### src/rtl/bank_splitter_pkg.sv
// Shared types for the bank splitter.
// Assumes: one request in flight at a time.
package bank_splitter_pkg;

    // Sequencing phase of one upstream request.
    typedef enum logic [1:0] {
        PH_IDLE   = 2'd0,
        PH_FIRST  = 2'd1,
        PH_SECOND = 2'd2,
        PH_FINISH = 2'd3
    } phase_t;

endpackage

### src/rtl/bank_splitter_addr.sv
// Forms the physical address as (segment << SHIFT) + offset, truncated to
// ADDR_W bits.
// Assumes: SEG_W + SHIFT >= ADDR_W and ADDR_W > OFF_W.
module bank_splitter_addr #(
    parameter int SEG_W  = 16,
    parameter int OFF_W  = 16,
    parameter int SHIFT  = 4,
    parameter int ADDR_W = 20
) (
    input  logic [SEG_W-1:0]  seg,
    input  logic [OFF_W-1:0]  off,
    output logic [ADDR_W-1:0] phys
);
    localparam int EXT_W = SEG_W + SHIFT;

    logic [EXT_W-1:0] seg_ext;

    // Shift the segment, then add the zero-extended offset; the carry out is dropped.
    always_comb begin
        seg_ext = {seg, {SHIFT{1'b0}}};
        phys    = seg_ext[ADDR_W-1:0] + {{(ADDR_W-OFF_W){1'b0}}, off};
    end

endmodule

### src/rtl/bank_splitter_lanes.sv
// Byte-lane steering for one bus cycle: high-bank enable, write-lane data
// and selection of the read byte.
// Assumes: two lanes of BYTE_W bits; lane 0 = even bank, lane 1 = odd bank.
module bank_splitter_lanes #(
    parameter int BYTE_W = 8
) (
    input  logic                  addr0,
    input  logic                  word,
    input  logic                  second,
    input  logic [2*BYTE_W-1:0]   wdata,
    input  logic [2*BYTE_W-1:0]   rdata,
    output logic                  bhe_n,
    output logic [2*BYTE_W-1:0]   lane_wdata,
    output logic [BYTE_W-1:0]     rd_byte
);
    localparam int LANES = 2;

    logic             full_word;
    logic [BYTE_W-1:0] tx_byte;

    // Classify the cycle and choose the byte it carries.
    always_comb begin
        full_word = word && !addr0 && !second;
        tx_byte   = second ? wdata[BYTE_W +: BYTE_W] : wdata[0 +: BYTE_W];
        bhe_n     = !(addr0 || full_word);
        rd_byte   = addr0 ? rdata[BYTE_W +: BYTE_W] : rdata[0 +: BYTE_W];
    end

    // Fill every lane: a full word keeps its own byte on each lane, a byte cycle repeats its byte.
    for (genvar l = 0; l < LANES; l++) begin : g_lane
        assign lane_wdata[l*BYTE_W +: BYTE_W] = full_word ? wdata[l*BYTE_W +: BYTE_W] : tx_byte;
    end

endmodule

### src/rtl/bank_splitter_ctrl.sv
// Request sequencer: latches a request, issues one or two bus cycles,
// assembles the read word and pulses ready at the end.
// Assumes: up_req stays high until up_ready, and bus_done arrives only while bus_req is high.
module bank_splitter_ctrl
    import bank_splitter_pkg::*;
#(
    parameter int ADDR_W = 20,
    parameter int BYTE_W = 8
) (
    input  logic                clk,
    input  logic                rst_n,
    input  logic                up_req,
    input  logic                up_write,
    input  logic                up_word,
    input  logic [ADDR_W-1:0]   phys_in,
    input  logic [2*BYTE_W-1:0] up_wdata,
    output logic                up_ready,
    output logic [2*BYTE_W-1:0] up_rdata,
    output logic                bus_req,
    output logic                bus_write,
    output logic [ADDR_W-1:0]   bus_addr,
    output logic                cyc_second,
    output logic                cyc_word,
    output logic [2*BYTE_W-1:0] cyc_wdata,
    input  logic [2*BYTE_W-1:0] bus_rdata,
    input  logic [BYTE_W-1:0]   rd_byte,
    input  logic                bus_done
);
    localparam int DATA_W = 2*BYTE_W;

    phase_t              phase_q;
    logic [ADDR_W-1:0]   phys_q;
    logic                word_q;
    logic                write_q;
    logic [DATA_W-1:0]   wdata_q;
    logic [DATA_W-1:0]   rdata_q;
    logic                split;

    // A word at an odd address needs a second cycle.
    assign split = word_q && phys_q[0];

    // Advance the phase and capture request fields and read bytes.
    always_ff @(posedge clk) begin
        if (!rst_n) begin
            phase_q <= PH_IDLE;
            phys_q  <= '0;
            word_q  <= 1'b0;
            write_q <= 1'b0;
            wdata_q <= '0;
            rdata_q <= '0;
        end else begin
            case (phase_q)
                PH_IDLE: if (up_req) begin
                    phys_q  <= phys_in;
                    word_q  <= up_word;
                    write_q <= up_write;
                    wdata_q <= up_wdata;
                    phase_q <= PH_FIRST;
                end
                PH_FIRST: if (bus_done) begin
                    if (word_q && !phys_q[0]) rdata_q <= bus_rdata;
                    else                      rdata_q <= {{BYTE_W{1'b0}}, rd_byte};
                    phase_q <= split ? PH_SECOND : PH_FINISH;
                end
                PH_SECOND: if (bus_done) begin
                    rdata_q[DATA_W-1:BYTE_W] <= rd_byte;
                    phase_q <= PH_FINISH;
                end
                default: phase_q <= PH_IDLE;
            endcase
        end
    end

    // Present the current bus cycle from the latched request.
    always_comb begin
        cyc_second = (phase_q == PH_SECOND);
        bus_req    = (phase_q == PH_FIRST) || cyc_second;
        bus_addr   = cyc_second ? phys_q + ADDR_W'(1) : phys_q;
        bus_write  = write_q;
        cyc_word   = word_q;
        cyc_wdata  = wdata_q;
        up_ready   = (phase_q == PH_FINISH);
        up_rdata   = rdata_q;
    end

    // the second cycle of a split word uses the address after the first, modulo 2^ADDR_W.
    a_r6_next_addr: assert property (@(posedge clk) disable iff (!rst_n)
        (phase_q == PH_FIRST && bus_done && split) |=> (bus_req && bus_addr == $past(bus_addr) + ADDR_W'(1)));

    // ready is a single-cycle pulse and never overlaps a bus request.
    a_r7_ready_pulse: assert property (@(posedge clk) disable iff (!rst_n)
        up_ready |=> !up_ready);
    a_r7_ready_no_bus: assert property (@(posedge clk) disable iff (!rst_n)
        up_ready |-> !bus_req);

    // nothing is requested or acknowledged in the cycle after reset.
    a_r9_reset_idle: assert property (@(posedge clk)
        !rst_n |=> (!bus_req && !up_ready));

endmodule

### src/rtl/bank_splitter.sv
// Top of the even/odd bank splitter: address formation, the request
// sequencer and byte-lane steering.
// Assumes: a downstream sequencer that runs one bus cycle per bus_req and signals it with bus_done.
module bank_splitter #(
    parameter int SEG_W  = 16,
    parameter int OFF_W  = 16,
    parameter int SHIFT  = 4,
    parameter int ADDR_W = 20,
    parameter int BYTE_W = 8
) (
    input  logic                clk,
    input  logic                rst_n,
    input  logic                up_req,
    input  logic                up_write,
    input  logic                up_word,
    input  logic [SEG_W-1:0]    up_seg,
    input  logic [OFF_W-1:0]    up_off,
    input  logic [2*BYTE_W-1:0] up_wdata,
    output logic                up_ready,
    output logic [2*BYTE_W-1:0] up_rdata,
    output logic                bus_req,
    output logic                bus_write,
    output logic [ADDR_W-1:0]   bus_addr,
    output logic                bus_bhe_n,
    output logic [2*BYTE_W-1:0] bus_wdata,
    input  logic [2*BYTE_W-1:0] bus_rdata,
    input  logic                bus_done
);
    localparam int DATA_W = 2*BYTE_W;

    logic [ADDR_W-1:0] phys;
    logic              cyc_second;
    logic              cyc_word;
    logic [DATA_W-1:0] cyc_wdata;
    logic [BYTE_W-1:0] rd_byte;

    bank_splitter_addr #(
        .SEG_W(SEG_W), .OFF_W(OFF_W), .SHIFT(SHIFT), .ADDR_W(ADDR_W)
    ) addr_i (
        .seg (up_seg),
        .off (up_off),
        .phys(phys)
    );

    bank_splitter_ctrl #(
        .ADDR_W(ADDR_W), .BYTE_W(BYTE_W)
    ) ctrl_i (
        .clk       (clk),
        .rst_n     (rst_n),
        .up_req    (up_req),
        .up_write  (up_write),
        .up_word   (up_word),
        .phys_in   (phys),
        .up_wdata  (up_wdata),
        .up_ready  (up_ready),
        .up_rdata  (up_rdata),
        .bus_req   (bus_req),
        .bus_write (bus_write),
        .bus_addr  (bus_addr),
        .cyc_second(cyc_second),
        .cyc_word  (cyc_word),
        .cyc_wdata (cyc_wdata),
        .bus_rdata (bus_rdata),
        .rd_byte   (rd_byte),
        .bus_done  (bus_done)
    );

    bank_splitter_lanes #(
        .BYTE_W(BYTE_W)
    ) lanes_i (
        .addr0     (bus_addr[0]),
        .word      (cyc_word),
        .second    (cyc_second),
        .wdata     (cyc_wdata),
        .rdata     (bus_rdata),
        .bhe_n     (bus_bhe_n),
        .lane_wdata(bus_wdata),
        .rd_byte   (rd_byte)
    );

    // an odd address always enables the high bank.
    a_r4_odd_uses_high: assert property (@(posedge clk) disable iff (!rst_n)
        (bus_req && bus_addr[0]) |-> !bus_bhe_n);

    // the bus cycle holds steady through wait states.
    a_r10_hold_stable: assert property (@(posedge clk) disable iff (!rst_n)
        (bus_req && !bus_done) |=> (bus_req && $stable(bus_addr) && $stable(bus_bhe_n)
                                    && $stable(bus_write) && $stable(bus_wdata)));

endmodule

### config.mk
export PLATFORM = sky130hd
export DESIGN_NAME = bank_splitter
export DESIGN_NICKNAME = d
export VERILOG_FILES = /design/src/rtl/bank_splitter_pkg.sv /design/src/rtl/bank_splitter_addr.sv /design/src/rtl/bank_splitter_lanes.sv /design/src/rtl/bank_splitter_ctrl.sv /design/src/rtl/bank_splitter.sv
export SDC_FILE = /design/constraint.sdc
export NUM_CORES = 1
export LEC_CHECK = 0
export CAP_MARGIN = 15
export CORE_MARGIN = 4
export CORE_UTILIZATION = 46
export DETAILED_ROUTE_END_ITERATION = 7
export GPL_ROUTABILITY_DRIVEN = 1
export PLACE_DENSITY = 0.84
export SYNTH_ARGS = -nofsm -noshare
export SYNTH_HDL_FRONTEND = slang
export SYNTH_SLANG_ARGS = --single-unit
export TNS_END_PERCENT = 30
### constraint.sdc
create_clock -name clk -period 2.8 [get_ports clk]
set_input_delay 0.56 -clock clk [delete_from_list [all_inputs] [get_ports clk]]
set_output_delay 0.56 -clock clk [all_outputs]
set_load 0.02 [all_outputs]
**Yosys cells after proc, flatten, opt, wreduce, memory -nomap -nowiden**

Index checks and enable logic that the tools add are counted.

- $add $sub $neg: 2
- Equal/unequal tests: 6
- Muxes and demuxes: 14
- Reductions and logical operators: 16

Operators with widths:

| cell | number |
|---|---|
| 8-bit 2-to-1 mux | 5 |
| 16-bit 2-to-1 mux | 2 |
| 20-bit by 1-bit adder with 20-bit output, second input constant | 1 |
| 20-bit by 16-bit adder with 20-bit output | 1 |
| 20-bit 2-to-1 mux | 1 |
| 8-bit one-hot mux with 2 select lines | 1 |
| 2-bit 2-to-1 mux | 3 |
| 2-bit inequality test, second input constant | 3 |
| 2-bit one-hot mux with 3 select lines | 1 |
| 3-bit AND reduction | 2 |
| 2-bit equality test, second input constant | 2 |
| 1-bit logical AND | 4 |
| 1-bit logical NOT | 4 |
| 2-bit AND reduction | 2 |
| 2-bit by 1-bit equality test with 1-bit output, second input constant | 1 |
| 2-bit logical NOT | 1 |
| 1-bit logical OR | 2 |
| 2-bit nonzero test | 1 |
| 1-bit 2-to-1 mux | 1 |

- Flip-flop bits (word level): 56
- Input port bits: 70
- Output and inout bits: 56
- Word-level logic and storage cells: 45

**Logic depth before layout (Yosys ltp)**

- Word-level depth: 7
- Gate-level depth with buffers: 9

**Hierarchy**

A second synthesis with hierarchy kept.

- Cells, all modules: 451
- Area, all modules: 3824.9 µm²

Modules (own cells, without submodules):

| module | instances | cells an instance | area an instance (µm²) |
|---|---|---|---|
| bank_splitter_ctrl | 1 | 313 | 2688.8 |
| bank_splitter_addr | 1 | 108 | 820.8 |
| bank_splitter_lanes | 1 | 30 | 315.3 |

**Worst setup path after synthesis**

Ideal clock, no wire load.

- Path kind: register to output
- Start point: register ctrl_i.phase_q[0]
- End point: output port bus_addr[16]
- Data arrival time: 1.847 ns
- Path slack: 0.393 ns
- Cell stages (with the launch flop): 8
- Buffers on the path: 1
- Path through: dfxtp_1 -> inv_1 -> ha_1 -> buf_2 -> nand4_1 -> or3_1 -> nand2b_1 -> xnor2_1

- Cells in the longest elaborated chain, start to end: 2

Ends and longest elaborated chain:

| item | RTL line | text |
|---|---|---|
| start, declared | bank_splitter_ctrl.sv:31 | `phase_t phase_q;` |
| start signal, assigned | bank_splitter_ctrl.sv:63 | `phase_q <= split ? PH_SECOND : PH_FINISH;` |
| 2-bit equality test | bank_splitter_ctrl.sv:76 | `cyc_second = (phase_q == PH_SECOND);` |
| 20-bit 2-to-1 mux | bank_splitter_ctrl.sv:78 | `bus_addr = cyc_second ? phys_q + ADDR_W'(1) : phys_q;` |
| end, declared | bank_splitter.sv:23 | `output logic [ADDR_W-1:0] bus_addr,` |

No other way between the ends.

**Worst setup path in the final report**

- Start point: register ctrl_i.phase_q[0]
- End point: output port bus_addr[1]

The elaborated chain is that of the path after synthesis.

==> flow_summary.toml <==
[worst_hold_path]
hp-class = "flip-flop to flip-flop"

[synth]
synthDistinctLibCells = 55
yosys_warnings = 0
synthesis.nets = 524
synth_commonest_cells = "nand2_1, dfxtp_1, a21boi_0"
synth_edf_count = 0
ys_ff_latch = 56
async_flop_share_pct = 0
yosysSeqAreaShare_pct = 31.0
yosys-top-cells-area = "dfxtp_1, nand2_1, ha_1, a21boi_0, mux2_2"
synth_top_cell_area_share_pct = 31.0
syn_avg_cell_area_sq_um = 8.29
syn_area_sq_um = 3620
synth_most_common_cell = "nand2_1"
yosys.area.top_type = "dfxtp_1"
synthFlopType = "dfxtp_1"
syn_inst = 436

[timing]
period_needed_ns = 2.70
timing.fmax_mhz = 371
finClkSkew_ns = 0.00598
slew-limit-headroom_pct = 54.6
slew_viol_final = 0
rsz0062_at_grt = "true"
tightest_slew_ns = 0.668
finalHoldViolCount = 0
hold_ws_ns = 0.484
fin_crit_sh_pct = 96.3
setup_viol = 0

[floorplanning]
core_area_sq_um = 7690
die_h_um = 96.7
initial_core_util_pct = 47.0
fp.dieW_um = 96.7
num_rows = 32
io_pins = 126
die_area_sq_um = 9340

[global_route]
grt_max_degree = 55
grt_pass1_wl_mm = 16.8
antenna_found_initial = 0
grt.total_usage_pct = 21.1
gr-total-overflow = 0
grt_pass1_vias = 3595

[cts]
clock_sinks = 56
holdBufCountCts = 0
cts_made_buffers = 5
root_buffer = "clkbuf_8"
cts_tree = "yes"
clkSlewWorstSetupHoldPaths_ns = 0.10
clk_latency_ns = 0.31
htree_levels = 2
clock_path_buffers = 2

[final_layout]
instances_no_fill = 661
fillers = 647
n_antenna_cell = 0
drive_above_1_share_pct = 11.6
nNetsFinal = 646
syn_to_final_growth_pct = 41.1
regArea_sq_um = 1120
multi_input_area_sq_um = 2350

[power_and_ir_drop]
switchingPower_mw = 1.54
ir_worst_vdd_uv = 457
p_sw_share_pct = 41.4
p_int_mw = 2.18
pwr-share-comb_pct = 55.5
p_leak_nw = 2.31
power_density_nw_per_um2 = 729
power_frac_seq_pct = 31.5
pwr-share-clk_pct = 13.1

[drt]
met3_length_um = 666
top_layer_used = "met4"
vias = 3640
drtAntennaViolNets = 0
dr.first_iter.drc_count = 209
wirelength_mm = 10.3
wl_per_cell_um = 15.5
wl_met2_mm = 5.23
avgViaCountPerCell = 5.51
firstDrtPassIters = 5
drc = 0
wl_met1_mm = 4.18

[critical_path]
cp_cell_sequence = "inv_1 -> ha_2 -> buf_6 -> mux2_2 -> clkdlybuf4s50_1"
path_buf_inv = 3
cp.required_ns = 2.24
critPathMaxFanout = 22
max_stage_delay_ns = 0.56
worstSetupPathType = "flip-flop to output pin"
start_kind = "flip-flop"
worstPathArrival_ns = 2.14
cp-end-kind = "output pin"
crit_family = "buffers and inverters"
cp_slowest_cell = "clkdlybuf4s50_1"

[status]
outcome = "finished clean"

[job]
cap_viol_max_count = 0

[placement]
gp_congestion = 0.895
dp_cells = 653
dpl.hpwl_mm = 8.01
io_buffers = 125
==> final timing paths <==
check / startpoint / slack, ns / endpoint / cells after the start
max: ctrl_i.phase_q[0] / 0.10 / bus_addr[1] / 5
min: ctrl_i.cyc_wdata[10] / 0.48 / ctrl_i.cyc_wdata[10] / 2
max reg2reg: ctrl_i.phase_q[0] / 0.66 / ctrl_i.up_rdata[3] / 7
min reg2reg: ctrl_i.cyc_wdata[10] / 0.48 / ctrl_i.cyc_wdata[10] / 2
==> power by group through the flow <==
stage	Combinational [mW]	Clock, mW	Sequential [mW]
global placement	2.07	0	1.17
floorplan	1.18	0	1.24
CTS	2.08	0.494	1.17
finish	2.06	0.485	1.17
detailed placement	2.10	0	1.18
global route	2.22	0.525	1.20
==> logic make-up after synthesis <==
logic type | synth area share, %
DFF | 31.0
buffers and inverters | 4.26
AOI/OAI and AO/OA | 23.7
xor gates and xnor gates | 5.57
and+or+nand+nor | 20.6
adders and majority gates | 6.44
muxes | 8.44
==> stage by stage <==
stage          setup TNS, ns  instance area (sq um)  util, %  power [mW]  setup WS, ns
2_1_floorplan              0                   3620        -        2.42         0.393
5_1_grt              -0.0436                   5100     66.4        3.95       -0.0185
3_5_place_dp          -0.227                   5000     65.1        3.28        -0.116
4_1_cts              -0.0346                   5090     66.2        3.74       -0.0346
3_3_place_gp          -0.117                   5000     65.1        3.23       -0.0624
6_report                   0                   5100     66.4        3.72         0.104
==> worst reg2reg max path, cell delays in order (launching register included) <==
cell	delay, ns
dfxtp_1	0.33
inv_1	0.10
ha_2	0.24
buf_6	0.23
mux2i_2	0.63
mux2i_1	0.31
nand2_1	0.08
o211a_1	0.14
==> layout by cell type (no fill, tap or decap), types with 3 or more instances in the layout <==
master,instances
clkdlybuf4s50_1,101
nand2_1,92
dfxtp_1,55
a21boi_0,26
o21ai_0,20
o211a_1,18
mux2_2,17
buf_4,17
ha_1,16
xnor2_1,15
nand3_1,14
o211ai_1,14
a21oi_1,11
nor2_1,10
mux2i_1,10
xor2_1,8
and2_1,8
dlymetal6s2s_1,8
dlygate4sd2_1,8
inv_1,7
nor3_1,6
clkbuf_8,6
nand4_1,5
a21o_1,5
clkbuf_2,5
a211oi_1,4
and3_1,3
nand2b_1,3
or2_2,3
or3_1,3
a32o_1,3
==> per-layer routing <==
metal / vias up / global-route usage (%)
li1: 1797 / -
met1: 1697 / 25.4
met2: 126 / 37.3
met3: 20 / 5.26
met4: 0 / 5.83
met5: - / 0
==> what timing repair did <==
item                                    in CTS  in global routing
buffers inserted                             0                  0
pin swaps                                    0                  0
gates resized for setup                     24                 26
endpoints found under the setup margin      16                 30
==> layout make-up <==
type / count / share of cell area [%]
multi-input cells: 345 / 46.2
clock buffers: 6 / 1.62
well taps: 102 / 2.50
inverters: 7 / 0.515
flip-flops and latches: 56 / 22.0
repair buffers: 143 / 26.9
clock inverters: 2 / 0.343
==> flip-flops by register name, indices dropped and copies added (netlist names) <==
name / flops
ctrl_i.up_rdata: 16
ctrl_i.cyc_wdata: 16
ctrl_i.phys_q: 20
ctrl_i.bus_write: 1
ctrl_i.phase_q: 2
ctrl_i.cyc_word: 1
Power figures use the tool's default switching activity.
